==> config.mk <==
export PLATFORM = sky130hd
export DESIGN_NAME = kp_rc_scanner
export DESIGN_NICKNAME = d
export VERILOG_FILES = /design/src/rtl/kp_pkg.sv /design/src/rtl/kp_sync.sv /design/src/rtl/kp_delay.sv /design/src/rtl/kp_scan_fsm.sv /design/src/rtl/kp_rc_scanner.sv
export SDC_FILE = /design/constraint.sdc
export NUM_CORES = 1
export LEC_CHECK = 0
export BUFFER_PORTS_ARGS = -buffer_cell sky130_fd_sc_hd__buf_2
export CAP_MARGIN = 0
export CORE_AREA = 5 5 74 102
export DETAILED_ROUTE_END_ITERATION = 12
export DIE_AREA = 0 0 79 107
export PLACE_DENSITY = 0.85
export SLEW_MARGIN = 25
export SYNTH_ARGS = -nofsm -noshare
export SYNTH_HDL_FRONTEND = slang
export SYNTH_HIERARCHICAL = 1
export SYNTH_SLANG_ARGS = --single-unit
==> constraint.sdc <==
create_clock -name clk -period 2.9 [get_ports clk]
set_input_delay 0.435 -clock clk [delete_from_list [all_inputs] [get_ports clk]]
set_output_delay 0.435 -clock clk [all_outputs]
set_load 0.02 [all_outputs]
==> src/rtl/kp_pkg.sv <==
package kp_pkg;

  typedef enum logic [2:0] {
    PH_ARM   = 3'd0,
    PH_IDLE  = 3'd1,
    PH_PDEB  = 3'd2,
    PH_CSET  = 3'd3,
    PH_EVAL  = 3'd4,
    PH_WREL  = 3'd5,
    PH_RDEB  = 3'd6
  } kp_phase_e;

  function automatic logic kp_one_low(input logic [3:0] nib);
    return ($countones(~nib) == 1);
  endfunction

  function automatic logic kp_code_ok(input logic [7:0] code);
    return kp_one_low(code[7:4]) && kp_one_low(code[3:0]);
  endfunction

  function automatic logic [1:0] kp_low_pos(input logic [3:0] nib);
    logic [1:0] p;
    p = 2'd0;
    for (int i = 0; i < 4; i++)
      if (!nib[i]) p = 2'(i);
    return p;
  endfunction

  // column index counts from bit 7 downward, row index from bit 0 upward
  function automatic logic [3:0] kp_code_value(input logic [7:0] code);
    logic [1:0] r;
    logic [1:0] c;
    logic [3:0] v;
    r = kp_low_pos(code[3:0]);
    c = 2'd3 - kp_low_pos(code[7:4]);
    if (c == 2'd3)
      v = 4'hA + {2'b00, r};
    else if (r == 2'd3)
      v = (c == 2'd0) ? 4'hE : ((c == 2'd1) ? 4'h0 : 4'hF);
    else
      v = 4'(r * 3 + c + 1);
    return v;
  endfunction

endpackage

==> src/rtl/kp_sync.sv <==
module kp_sync #(
  parameter int WIDTH  = 8,
  parameter int STAGES = 2
) (
  input  logic             clk,
  input  logic             rst_n,
  input  logic [WIDTH-1:0] d_in,
  output logic [WIDTH-1:0] d_out
);
  logic [WIDTH-1:0] stg [STAGES];

  generate
    for (genvar s = 0; s < STAGES; s++) begin : g_stg
      always_ff @(posedge clk) begin
        if (!rst_n) stg[s] <= '1;
        else if (s == 0) stg[s] <= d_in;
        else stg[s] <= stg[(s == 0) ? 0 : s-1];
      end
    end
  endgenerate

  assign d_out = stg[STAGES-1];
endmodule

==> src/rtl/kp_delay.sv <==
module kp_delay #(
  parameter int CW = 8
) (
  input  logic          clk,
  input  logic          rst_n,
  input  logic          load,
  input  logic [CW-1:0] load_val,
  input  logic [CW-1:0] rst_val,
  output logic          expired
);
  logic [CW-1:0] cnt;

  always_ff @(posedge clk) begin
    if (!rst_n)            cnt <= rst_val;
    else if (load)         cnt <= load_val;
    else if (cnt != '0)    cnt <= cnt - 1'b1;
  end

  assign expired = (cnt == '0);
endmodule

==> src/rtl/kp_scan_fsm.sv <==
module kp_scan_fsm
  import kp_pkg::*;
#(
  parameter int SETTLE_CYC   = 8000,
  parameter int DEBOUNCE_CYC = 4000000,
  localparam int MAXC = (SETTLE_CYC > DEBOUNCE_CYC) ? SETTLE_CYC : DEBOUNCE_CYC,
  localparam int CW   = $clog2(MAXC + 1)
) (
  input  logic       clk,
  input  logic       rst_n,
  input  logic [7:0] lines_s,
  output logic [7:0] line_oe,
  output logic       key_valid,
  output logic [7:0] key_code,
  output logic [3:0] key_value,
  output logic       ev_press,
  output logic       ev_eval,
  output logic       ev_release
);
  localparam logic [CW-1:0] SET_LD = CW'(SETTLE_CYC - 1);
  localparam logic [CW-1:0] DEB_LD = CW'(DEBOUNCE_CYC - 1);

  kp_phase_e ph, ph_nx;
  logic          t_load;
  logic [CW-1:0] t_val;
  logic          t_done;
  logic [3:0]    row_q, col_q;
  logic [7:0]    code_w;

  kp_delay #(.CW(CW)) u_delay (
    .clk(clk), .rst_n(rst_n), .load(t_load), .load_val(t_val),
    .rst_val(SET_LD), .expired(t_done)
  );

  assign code_w     = {col_q, row_q};
  assign ev_press   = (ph == PH_IDLE) && (lines_s[3:0] != 4'hF);
  assign ev_eval    = (ph == PH_EVAL);
  assign ev_release = (ph == PH_WREL) && (lines_s[7:4] == 4'hF);

  always_comb begin
    ph_nx  = ph;
    t_load = 1'b0;
    t_val  = SET_LD;
    unique case (ph)
      PH_ARM:  if (t_done) ph_nx = PH_IDLE;
      PH_IDLE: if (ev_press) begin ph_nx = PH_PDEB; t_load = 1'b1; t_val = DEB_LD; end
      PH_PDEB: if (t_done) begin ph_nx = PH_CSET; t_load = 1'b1; t_val = SET_LD; end
      PH_CSET: if (t_done) ph_nx = PH_EVAL;
      PH_EVAL: ph_nx = PH_WREL;
      PH_WREL: if (ev_release) begin ph_nx = PH_RDEB; t_load = 1'b1; t_val = DEB_LD; end
      PH_RDEB: if (t_done) begin ph_nx = PH_ARM; t_load = 1'b1; t_val = SET_LD; end
      default: ph_nx = PH_ARM;
    endcase
  end

  always_comb begin
    unique case (ph)
      PH_CSET, PH_EVAL, PH_WREL, PH_RDEB: line_oe = 8'h0F;
      default:                             line_oe = 8'hF0;
    endcase
  end

  always_ff @(posedge clk) begin
    if (!rst_n) begin
      ph        <= PH_ARM;
      row_q     <= 4'hF;
      col_q     <= 4'hF;
      key_valid <= 1'b0;
      key_code  <= 8'hFF;
      key_value <= 4'h0;
    end else begin
      ph        <= ph_nx;
      key_valid <= 1'b0;
      if (ph == PH_PDEB && t_done) row_q <= lines_s[3:0];
      if (ph == PH_CSET && t_done) col_q <= lines_s[7:4];
      if (ev_eval && kp_code_ok(code_w)) begin
        key_valid <= 1'b1;
        key_code  <= code_w;
        key_value <= kp_code_value(code_w);
      end
    end
  end
endmodule

==> src/rtl/kp_rc_scanner.sv <==
module kp_rc_scanner #(
  parameter int SETTLE_CYC   = 8000,
  parameter int DEBOUNCE_CYC = 4000000,
  parameter int SYNC_STAGES  = 2
) (
  input  logic       clk,
  input  logic       rst_n,
  input  logic [7:0] line_in,
  output logic [7:0] line_oe,
  output logic       key_valid,
  output logic [7:0] key_code,
  output logic [3:0] key_value
);
  logic [7:0] lines_s;
  logic       ev_press, ev_eval, ev_release;

  kp_sync #(.WIDTH(8), .STAGES(SYNC_STAGES)) u_sync (
    .clk(clk), .rst_n(rst_n), .d_in(line_in), .d_out(lines_s)
  );

  kp_scan_fsm #(.SETTLE_CYC(SETTLE_CYC), .DEBOUNCE_CYC(DEBOUNCE_CYC)) u_fsm (
    .clk(clk), .rst_n(rst_n), .lines_s(lines_s), .line_oe(line_oe),
    .key_valid(key_valid), .key_code(key_code), .key_value(key_value),
    .ev_press(ev_press), .ev_eval(ev_eval), .ev_release(ev_release)
  );
endmodule

# After elaboration in Yosys (flattened, before gate mapping)
# Memory sizes are Yosys's and may differ from the RTL's.
# Cells that the tools add are included.
# op_classes
addsub,11
mul,1
eq_ne,19
mux,36
bitwise_logic,4
n_reduce_logical,14
# ops
op,n
two-way mux 22 bit,4
adder 32 bit,2
equality test 32 x 2 -> 1 bit (second input constant),2
case mux 22 bit (2 select lines),1
two-way mux 8 bit,3
zero test 22 bit,1
nonzero test 22 bit,1
subtractor 22 x 1 -> 22 bit (second input constant),1
case mux 3 bit (7 select lines),1
two-way mux 3 bit,6
two-way mux 2 bit,8
two-way mux 4 bit,4
equality test 3 bit (second input constant),3
adder 1 x 1 -> 2 bit,4
two-way mux 1 bit,8
inequality test 2 x 1 -> 1 bit (second input constant),4
inverter 4 bit,2
equality test 3 x 2 -> 1 bit (second input constant),2
logical AND 1 bit,6
AND reduction 6 bit,1
adder 4 x 1 -> 4 bit (second input constant),1
adder 4 x 2 -> 4 bit,1
adder 4 x 2 -> 4 bit (first input constant),1
equality test 2 bit (second input constant),2
other kinds (14),16
# word_totals
ff_bits,46
ram_bits,16
inputBits,10
out_inout_bits,21
word_cells,93
n_memories,1
# mem_list
name,words,width,read_ports,rd_ports_with_merged_regs,write_ports,line,text
u_sync.stg,2,8,2,0,2,kp_sync.sv:10,logic [WIDTH-1:0] stg [STAGES];

# Longest topological paths before layout
# Gate-level depths: netlist of the first run.
# depth
word_depth,14
mapped_depth,12

# By module
# The synthesis of the first run kept the hierarchy.
# modules_own_cells
mod,n_inst,cells_each,area_each_um2
kp_delay,1,165,1529.0
kp_scan_fsm,1,156,1440.1
kp_sync,1,33,431.7

# Worst setup path after synthesis of the first run
# No wires, ideal clock.
# synth_timing
path_type,register to register
from,reg u_fsm.u_delay.cnt[11]
to,"reg u_fsm.u_delay.cnt[0], enable pin"
setup_time_ns,0.379
arrival_ns,2.737
slack_ns,-0.216
path_stages_with_launch,10
n_path_buf,1
period_less_slack_ns,3.116
path_cell_list,edfxtp_1 > or4_1 > nor2_1 > nand4_1 > nor2_1 > nand2_1 > o21ai_0 > clkbuf_1 > nor2b_1 > nand2_1
# synth_between
elab_chain_cells,4
elab_cells_between_ends,5
classes_between,mux (2); reduce/logical (3)
# synth_lines
item,line,text
start: declaration,kp_delay.sv:11,logic [CW-1:0] cnt;
start signal: assignment,kp_delay.sv:14,if (!rst_n) cnt <= rst_val;
start signal: assignment,kp_delay.sv:15,else if (load) cnt <= load_val;
start signal: assignment,kp_delay.sv:16,else if (cnt != '0) cnt <= cnt - 1'b1;
zero test 22 bit,kp_delay.sv:19,assign expired = (cnt == '0);
net u_fsm.t_done,kp_scan_fsm.sv:26,logic t_done;
two-way mux 1 bit,"kp_scan_fsm.sv:47, kp_scan_fsm.sv:51",
case mux 1 bit (3 select lines),kp_scan_fsm.sv:44,unique case (ph)
net u_fsm.t_load,kp_scan_fsm.sv:24,logic t_load;
nonzero test 2 bit (no line),-,
# The timed path passes the listed nets, and every way through them passes these cells.
# A chain may end at the register's enable or synchronous reset.

# Worst setup path after layout of the first run
# layout_timing
from,reg u_fsm.u_delay.cnt[16]
to,"reg u_fsm.u_delay.cnt[4], data pin"
# layout_between
elab_chain_cells,4
# layout_lines
item,line
zero test 22 bit,kp_delay.sv:19
net u_fsm.t_done,kp_scan_fsm.sv:26
two-way mux 1 bit,"kp_scan_fsm.sv:47, kp_scan_fsm.sv:51"
case mux 1 bit (3 select lines),kp_scan_fsm.sv:44
net u_fsm.t_load,kp_scan_fsm.sv:24
two-way mux 22 bit,kp_delay.sv:15
# The timed path passes the listed nets, and every way through them passes these cells.

==> results of run 1 <==
## layout make-up
type / instances / area [µm²]
Clock buffer: 13 / 191
Fill cell: 539 / 2560
Multi-Input combinational cell: 276 / 1850
Clock inverter: 3 / 45.0
Tap cell: 74 / 92.6
Inverter: 24 / 90.1
Sequential cell: 62 / 1460
Timing Repair Buffer: 39 / 230
## routing by layer
layer	vias up	wire, µm
met4	0	172
met2	100	3500
met1	1217	2810
met5	-	0
met3	20	447
li1	1296	-
## through the flow
| step | util [%] | cell area, µm² | std cells | setup WS (ps) |
|---|---|---|---|---|
| after floorplan | - | 3500 | 383 | 3.99 |
| after global placement | 56.8 | 3710 | 475 | 187 |
| after detailed placement | 56.8 | 3710 | 475 | 107 |
| after CTS | 60.5 | 3950 | 491 | 71.2 |
| after global routing | 60.7 | 3960 | 491 | 15.7 |
| final | 60.7 | 3960 | 491 | 209 |
## state kept, by name, summed over array words and instances, names as in the netlist
| name | flops |
|---|---|
| u_fsm/row_q | 4 |
| u_fsm/key_code | 8 |
| u_sync/stg | 16 |
| u_fsm/ph | 3 |
| u_fsm/key_value | 4 |
| u_fsm/u_delay/cnt | 22 |
| u_fsm/col_q | 4 |
| u_fsm/key_valid | 1 |
## timing repair
item                                   in CTS  in global routing
endpoints found under the hold margin       0                  0
gates resized for setup                     1                  6
setup endpoints to repair                   4                 44
## path summary, 6_finish.rpt
kind         slack (ps)             startpoint                   end
max                 210  u_fsm/u_delay/cnt[16]  u_fsm/u_delay/cnt[4]
min                 260             line_in[7]      u_sync/stg[0][7]
max reg2reg         210  u_fsm/u_delay/cnt[16]  u_fsm/u_delay/cnt[4]
min reg2reg         410       u_sync/stg[0][2]      u_sync/stg[1][2]
## power groups by stage
stage	registers (W)	clock network [W]	logic, W
finish	0.000997	0.000875	0.000165
global route	0.00100	0.000931	0.000188
CTS	0.000996	0.000894	0.000162
detailed placement	0.00101	0	0.000159
global placement	0.00101	0	0.000154
floorplan	0.00100	0	0.000129
==> flow_summary.yaml, run 1 <==
outcome:
  status: "completed"
grt:
  grt_pass1_vias: 2519
  met3_usage_pct: 4.87
  use_met1_pct: 19.8
  use_met2_pct: 30.2
  top_usage_layer: "met2"
  antenna_found_initial: 0
  grt_max_degree: 50
  grtUsageTotal_pct: 17.5
  grt_pass1_wl_um: 11600
  grt_overflow: 0
setup_path:
  worstPathRequired_ps: 2990
  path_buf_inv: 2
  path_class: "reg2reg"
  end_kind: "register"
  path_cells: "or4_1, nor2_2, nand4_1, nor2_2, nand2_2, o21ai_2, buf_4, buf_4, o21ai_0, mux2_2"
  cp_top_family: "simple AND/OR/NAND/NOR gates"
  path_max_fanout: 13
  slowest_delay_ps: 560
  cp.arrival_ps: 2780
  setup.worst_path.start_class: "register"
  slowest_stage: "or4_1"
  crit_cells: 10
  r2r_cells: 10
power:
  pwr-share-seq_pct: 48.9
  power_leakage_nw: 1.77
  power.switching_w: 0.000476
  p_sw_share_pct: 23.4
  p_per_area_nw_per_um2: 514
  p_clk_share_pct: 43.0
  power_w: 0.00204
  internal_power_w: 0.00156
  combPwrFrac_pct: 8.1
  ir_drop_mv: 0.260
cells_and_area:
  area_growth_pct: 17.2
  layout_common_cells: "40 x dfxtp_1, 33 x nand2_1, 33 x conb_1, 30 x buf_2"
  fin_nets: 435
  n_antenna_cell: 0
  layout_commonest_cell: "dfxtp_1"
  layout-drive-gt1-share_pct: 19.9
drt:
  first_pass_iters: 5
  drc_errors: 0
  viasPerCell: 5.36
  first_iter_violations: 212
  wl_per_cell_um: 14.1
  vias: 2633
  ant_nets: 0
  wirelength_um: 6930
sta:
  setup_viol: 0
  min_period_ps: 2690
  fmax_ghz: 0.372
  tns_ps: 0
  hold_slack_ps: 264
  fin_worst_skew_ps: 6.61
  slew_viol_final: 0
  period_share_pct: 92.8
  rsz0062_at_grt: "no"
  finalHoldViolCount: 0
die:
  std_cell_rows: 35
  dieArea_um2: 8450
  initial_core_util_pct: 51.8
  boundaryPins: 31
  fp.dieW_um: 79
  die_h_um: 107
  core_region_area_um2: 6530
cts:
  path_clk_slew_ps: 70
  cts_tree: "yes"
  root_buffer: "clkbuf_8"
  cts.sinks: 62
  post_cts_buffers: 0
  clock_path_buffers: 2
  htreeDepth: 3
  cts_made_buffers: 9
  clkLatencyLatePin_ps: 350
  cts_hold_buf: 0
synthesis:
  synth_cells: 352
  yosys_warnings: 6
  synthesis.area_um2: 3380
  synth_area_per_cell_um2: 9.60
run:
  max-cap-violations: 0
min_path:
  hold_depth: 2
  hp-class: "in2reg"
placement:
  io_buffers: 30
  dp_hpwl_um: 4700
  gp_congestion: 0.886
Power figures use the tool's default switching activity.
==> run 2, diff against run 1 <==
==> constraint.sdc (replaced) <==
create_clock -name clk -period 2.9 [get_ports clk]
set_input_delay 0.435 -clock clk [delete_from_list [all_inputs] [get_ports clk]]
set_output_delay 0.435 -clock clk [all_outputs]
set_load 0.05 [all_outputs]
==> run 2 against run 1 <==
Against the previous run:
- global-route usage shrank 0.25 points
- maximum frequency is essentially flat
- routed wire length is 3.5% lower
- sequential power hardly changed
- via count down 2.1%
- combinational power hardly changed
- register-to-register slack is essentially flat
- sequential cell count is the same
- first-iteration DRC count decreased by 34%
- setup slack got worse by 0.86 ps
- design area down 1.7%
- final cell count is 0.20% lower
- critical path type unchanged
- critical endpoint is now u_fsm/u_delay/cnt[5]
- largest cell class unchanged
==> flow_summary.yaml, run 2 (synthesis gave the netlist of run 1 again) <==
cells_and_area:
  largest-register: "u_fsm/u_delay/cnt"
  reg_top3: "u_fsm/u_delay/cnt x22, u_sync/stg x16, u_fsm/key_code x8"
  layout-drive-gt1-share_pct: 19.7
  utilization_pct: 59.7
  n_antenna_cell: 0
  layout_common_cells: "40 x dfxtp_1, 34 x nand2_1, 33 x conb_1, 30 x buf_2"
  fin_nets: 435
  layout_commonest_cell: "dfxtp_1"
  largest_reg_flops: 22
  area_growth_pct: 15.2
min_path:
  hold_depth: 2
  hold_path_end: "u_sync/stg[0][1]"
  min_from: "line_in[1]"
  hp-class: "in2reg"
sta:
  tns_ps: 0
  slew_viol_final: 0
  setup_ws_ps: 208
  rsz0062_at_grt: "no"
  fmax_ghz: 0.372
  fin_worst_skew_ps: 9.45
  finalHoldViolCount: 0
  setup_viol: 0
  hold_slack_ps: 271
  period_share_pct: 92.8
  min_period_ps: 2690
drt:
  vias: 2578
  first_pass_iters: 4
  ant_nets: 0
  drc_errors: 0
  wl_per_cell_um: 13.6
  first_iter_violations: 140
  wirelength_um: 6690
  viasPerCell: 5.26
setup_path:
  r2r_end: "u_fsm/u_delay/cnt[5]"
  cp.arrival_ps: 2770
  path_cells: "or4_4, nor2_2, nand4_1, nor2_2, nand2_1, o21ai_1, buf_4, buf_4, o21ai_0, mux2_2"
  path_buf_inv: 2
  slowest_delay_ps: 620
  r2r-start: "u_fsm/u_delay/cnt[10]"
  worstPathRequired_ps: 2980
  r2r_cells: 10
  end_kind: "register"
  path_class: "reg2reg"
  path_max_fanout: 12
  cp_top_family: "simple AND/OR/NAND/NOR gates"
  setup.worst_path.start_class: "register"
  slowest_stage: "or4_4"
  reg2reg_setup_slack_ps: 210
cts:
  cts.sinks: 62
  cts_tree: "yes"
  clock_path_buffers: 2
  clkLatencyLatePin_ps: 340
  cts_hold_buf: 0
  path_clk_slew_ps: 70
  ctsResizeCount: 0
  root_buffer: "clkbuf_8"
  htreeDepth: 3
  cts_made_buffers: 9
  post_cts_buffers: 0
die:
  fp.dieW_um: 79
  std_cell_rows: 35
  initial_core_util_pct: 51.8
  die_h_um: 107
  core_region_area_um2: 6530
  dieArea_um2: 8450
  boundaryPins: 31
grt:
  grt_pass1_vias: 2581
  grt_overflow: 0
  grt_max_degree: 36
  antenna_found_initial: 0
  grt_pass1_wl_um: 11400
  grtUsageTotal_pct: 17.2
placement:
  io_buffers: 30
  gp_congestion: 0.863
  place_ws_ps: 40.6
  dp_hpwl_um: 4730
power:
  power_leakage_nw: 1.75
  ir_drop_mv: 0.340
  p_per_area_nw_per_um2: 473
run:
  max-cap-violations: 0
outcome:
  status: "completed"
==> run 2: power by group <==
part,internal [W],switching [W]
clock,0.000352,0.000327
sequential,0.000955,0.0000439
combinational,0.0000796,0.0000847
==> run 2: cell type report <==
cell class                 instances  area, µm²
inverter                          24       90.1
timing repair buffer              39        218
sequential                        62       1460
multi-input combinational        276       1860
clock inverter                     3       17.5
clock buffer                      12        155
fill                             539       2630
tap                               74       92.6
==> run 2: per-layer routing <==
metal,global-route usage (%),wire (µm),share of wire [%],up-vias
met5,0,0,0,-
met4,10.6,267,4.0,0
met3,4.96,325,4.9,24
met2,30.5,3400,51,64
met1,17.5,2690,40,1189
li1,-,-,-,1301
==> run 2: worst max-delay path by stage <==
stage          slack [ps]             startpoint               endpoint  cells past startpoint
6_report              210  u_fsm/u_delay/cnt[10]   u_fsm/u_delay/cnt[5]                     10
5_1_grt                10  u_fsm/u_delay/cnt[10]   u_fsm/u_delay/cnt[2]                     10
4_1_cts                30  u_fsm/u_delay/cnt[11]   u_fsm/u_delay/cnt[9]                     10
3_5_place_dp           40  u_fsm/u_delay/cnt[11]   u_fsm/u_delay/cnt[9]                     10
3_3_place_gp          150  u_fsm/u_delay/cnt[11]  u_fsm/u_delay/cnt[20]                     10
2_1_floorplan           4  u_fsm/u_delay/cnt[11]   u_fsm/u_delay/cnt[0]                     11
==> run 2: stage by stage <==
stage	instances	cell area (µm²)	power (W)
CTS	490	3870	0.00186
floorplan	383	3510	0.00113
global route	490	3890	0.00193
detailed placement	475	3700	0.00118
global placement	475	3700	0.00116
finish	490	3890	0.00184
==> run 3, diff against run 2 <==
--- a/config.mk
+++ b/config.mk
@@ -5,12 +5,13 @@
 export SDC_FILE = /design/constraint.sdc
 export NUM_CORES = 1
 export LEC_CHECK = 0
-export BUFFER_PORTS_ARGS = -buffer_cell sky130_fd_sc_hd__buf_2
 export CAP_MARGIN = 0
-export CORE_AREA = 5 5 74 102
+export CORE_AREA = 5 5 72 100
 export DETAILED_ROUTE_END_ITERATION = 12
-export DIE_AREA = 0 0 79 107
-export PLACE_DENSITY = 0.85
+export DIE_AREA = 0 0 77 105
+export DONT_BUFFER_PORTS = 1
+export PLACE_DENSITY = 0.83
+export RECOVER_POWER = 25
 export SLEW_MARGIN = 25
 export SYNTH_ARGS = -nofsm -noshare
 export SYNTH_HDL_FRONTEND = slang
==> run 3 against run 2 <==
Against the previous run:
- sequential power shrank 0.4%
- final cell count shrank 6.1%
- routed wire length shrank 5.3%
- global-route usage shrank 0.87 points
- first-iteration DRC count shrank 34%
- largest power group unchanged
- combinational power shrank 15%
- maximum frequency shrank 0.13%
==> flow_summary.yaml, run 3 (synthesis gave the netlist of run 1 again) <==
min_path:
  hold_depth: 1
  hp-class: "in2reg"
die:
  std_cell_rows: 34
  core_region_area_um2: 6170
  dieArea_um2: 8090
  die_h_um: 105
  fp.dieW_um: 77
  initial_core_util_pct: 54.8
  boundaryPins: 31
cells_and_area:
  final_cells: 460
  fill_cells: 511
  utilization_pct: 61.6
  layout-drive-gt1-share_pct: 13.4
  regArea_um2: 1460
  largest-register: "u_fsm/u_delay/cnt"
  largest_reg_flops: 22
  layout_commonest_cell: "dfxtp_1"
  multi_input_area_um2: 1860
  n_antenna_cell: 0
  layout_common_cells: "40 x dfxtp_1, 34 x nand2_1, 33 x conb_1, 24 x a21oi_1, 23 x inv_1"
  reg_top3: "u_fsm/u_delay/cnt x22, u_sync/stg x16, u_fsm/key_code x8"
  area_growth_pct: 12.5
  fin_nets: 406
power:
  combPwrFrac_pct: 7.4
  power.switching_w: 0.000444
  ir_drop_mv: 0.250
  power_leakage_nw: 1.67
  p_sw_share_pct: 23.6
  p_per_area_nw_per_um2: 496
  pwr-share-seq_pct: 52.8
  p_clk_share_pct: 39.8
  internal_power_w: 0.00144
cts:
  cts.sinks: 62
  cts_tree: "yes"
  clkLatencyLatePin_ps: 340
  root_buffer: "clkbuf_8"
  htreeDepth: 3
  path_clk_slew_ps: 70
  cts_made_buffers: 9
  clock_path_buffers: 2
setup_path:
  path_class: "reg2reg"
  cp.arrival_ps: 2880
  cp-startpoint: "u_fsm/u_delay/cnt[10]"
  path_max_fanout: 9
  reg2reg_setup_slack_ps: 200
  setup.worst_path.start_class: "register"
  r2r_end: "u_fsm/u_delay/cnt[18]"
  endpoint: "u_fsm/u_delay/cnt[18]"
  r2r-start: "u_fsm/u_delay/cnt[10]"
  worstPathRequired_ps: 3090
  r2r_cells: 11
  end_kind: "register"
placement:
  place_ws_ps: 177
  io_buffers: 0
  placed_cells: 444
  gp_congestion: 0.880
  dp_hpwl_um: 4520
drt:
  wl_per_cell_um: 13.8
  vias: 2471
  first_pass_iters: 4
  ant_nets: 0
  wl_met2_um: 3450
  first_iter_violations: 92
  met1_length_um: 2490
  viasPerCell: 5.37
  topRoutingLayerUsed: "met4"
  wirelength_um: 6330
  wl_met3_um: 260
  drc_errors: 0
sta:
  hold_slack_ps: 160
  setup_ws_ps: 205
  finalHoldViolCount: 0
  worstMarginPinSlew_ps: 545
  slew_headroom_pct: 64.0
  period_share_pct: 92.9
  setup_viol: 0
  tns_ps: 0
  slew_viol_final: 0
  fmax_ghz: 0.371
  min_period_ps: 2700
  fin_worst_skew_ps: 8.03
grt:
  grt_overflow: 0
  grt_pass1_wl_um: 10700
  grt_max_degree: 73
  antenna_found_initial: 0
  grt_pass1_vias: 2406
  grtUsageTotal_pct: 16.3
outcome:
  status: "completed"
run:
  max-cap-violations: 0
==> run 3: cell types whose count changed in the layout (fill, tap and decap cells not counted), moves of 2 or more <==
cell,before,now
buf_12,0,2
buf_2,30,0
clkbuf_16,0,2
clkbuf_8,11,9
o21ai_1,6,4
==> run 3: stage by stage <==
stage	total power, W	cell area, µm²
floorplan	0.00113	3510
global placement	0.00114	3590
detailed placement	0.00115	3590
CTS	0.00190	3800
global route	0.00197	3800
finish	0.00189	3800
==> run 3: layout make-up <==
| cell class | count | share of cell area [%] |
|---|---|---|
| clock inverter | 4 | 0.658 |
| inverter | 24 | 2.37 |
| sequential | 62 | 38.4 |
| timing repair buffer | 10 | 2.63 |
| multi-input combinational | 276 | 48.9 |
| tap | 72 | 2.37 |
| clock buffer | 12 | 4.67 |
==> run 3: worst min path at each step <==
stage	from	end	slack (ps)
floorplan	u_sync/stg[0][5]	u_sync/stg[1][5]	380
global placement	u_sync/stg[0][3]	u_sync/stg[1][3]	390
detailed placement	u_sync/stg[0][7]	u_sync/stg[1][7]	390
CTS	rst_n	u_fsm/row_q[0]	150
global route	rst_n	u_fsm/key_code[1]	140
finish	rst_n	u_fsm/key_code[0]	160
==> run 3: routing by layer <==
metal,GRT usage [%],vias to the layer above
met2,30.0,46
met3,4.65,14
met5,0,-
met4,7.13,0
met1,17.0,1163
li1,-,1248
==> run 3: worst max-delay path, cell delays in order (launching register included) <==
cell and delay, ps:
edfxtp_1 430, or4_4 600, nor2_1 190, nand4_1 120, nor2_2 120, nand2_1 140, o21ai_2 200, buf_4 180
and2_1 210, buf_4 190, a21oi_1 70, o21ai_1 80
==> run 3: what timing repair did <==
item                       4_1_cts  5_1_grt
setup endpoints to repair        0       13
hold buffers                     0        0
gates resized for setup          0        2
buffers inserted                 0        0
==> run 3: power by group through the flow <==
stage / Sequential (W) / Clock, W / Combinational (W)
after floorplan: 0.00100 / 0 / 0.000129
after global placement: 0.00101 / 0 / 0.000135
after detailed placement: 0.00101 / 0 / 0.000139
after CTS: 0.000994 / 0.000771 / 0.000140
after global routing: 0.00100 / 0.000808 / 0.000160
final: 0.000995 / 0.000750 / 0.000140
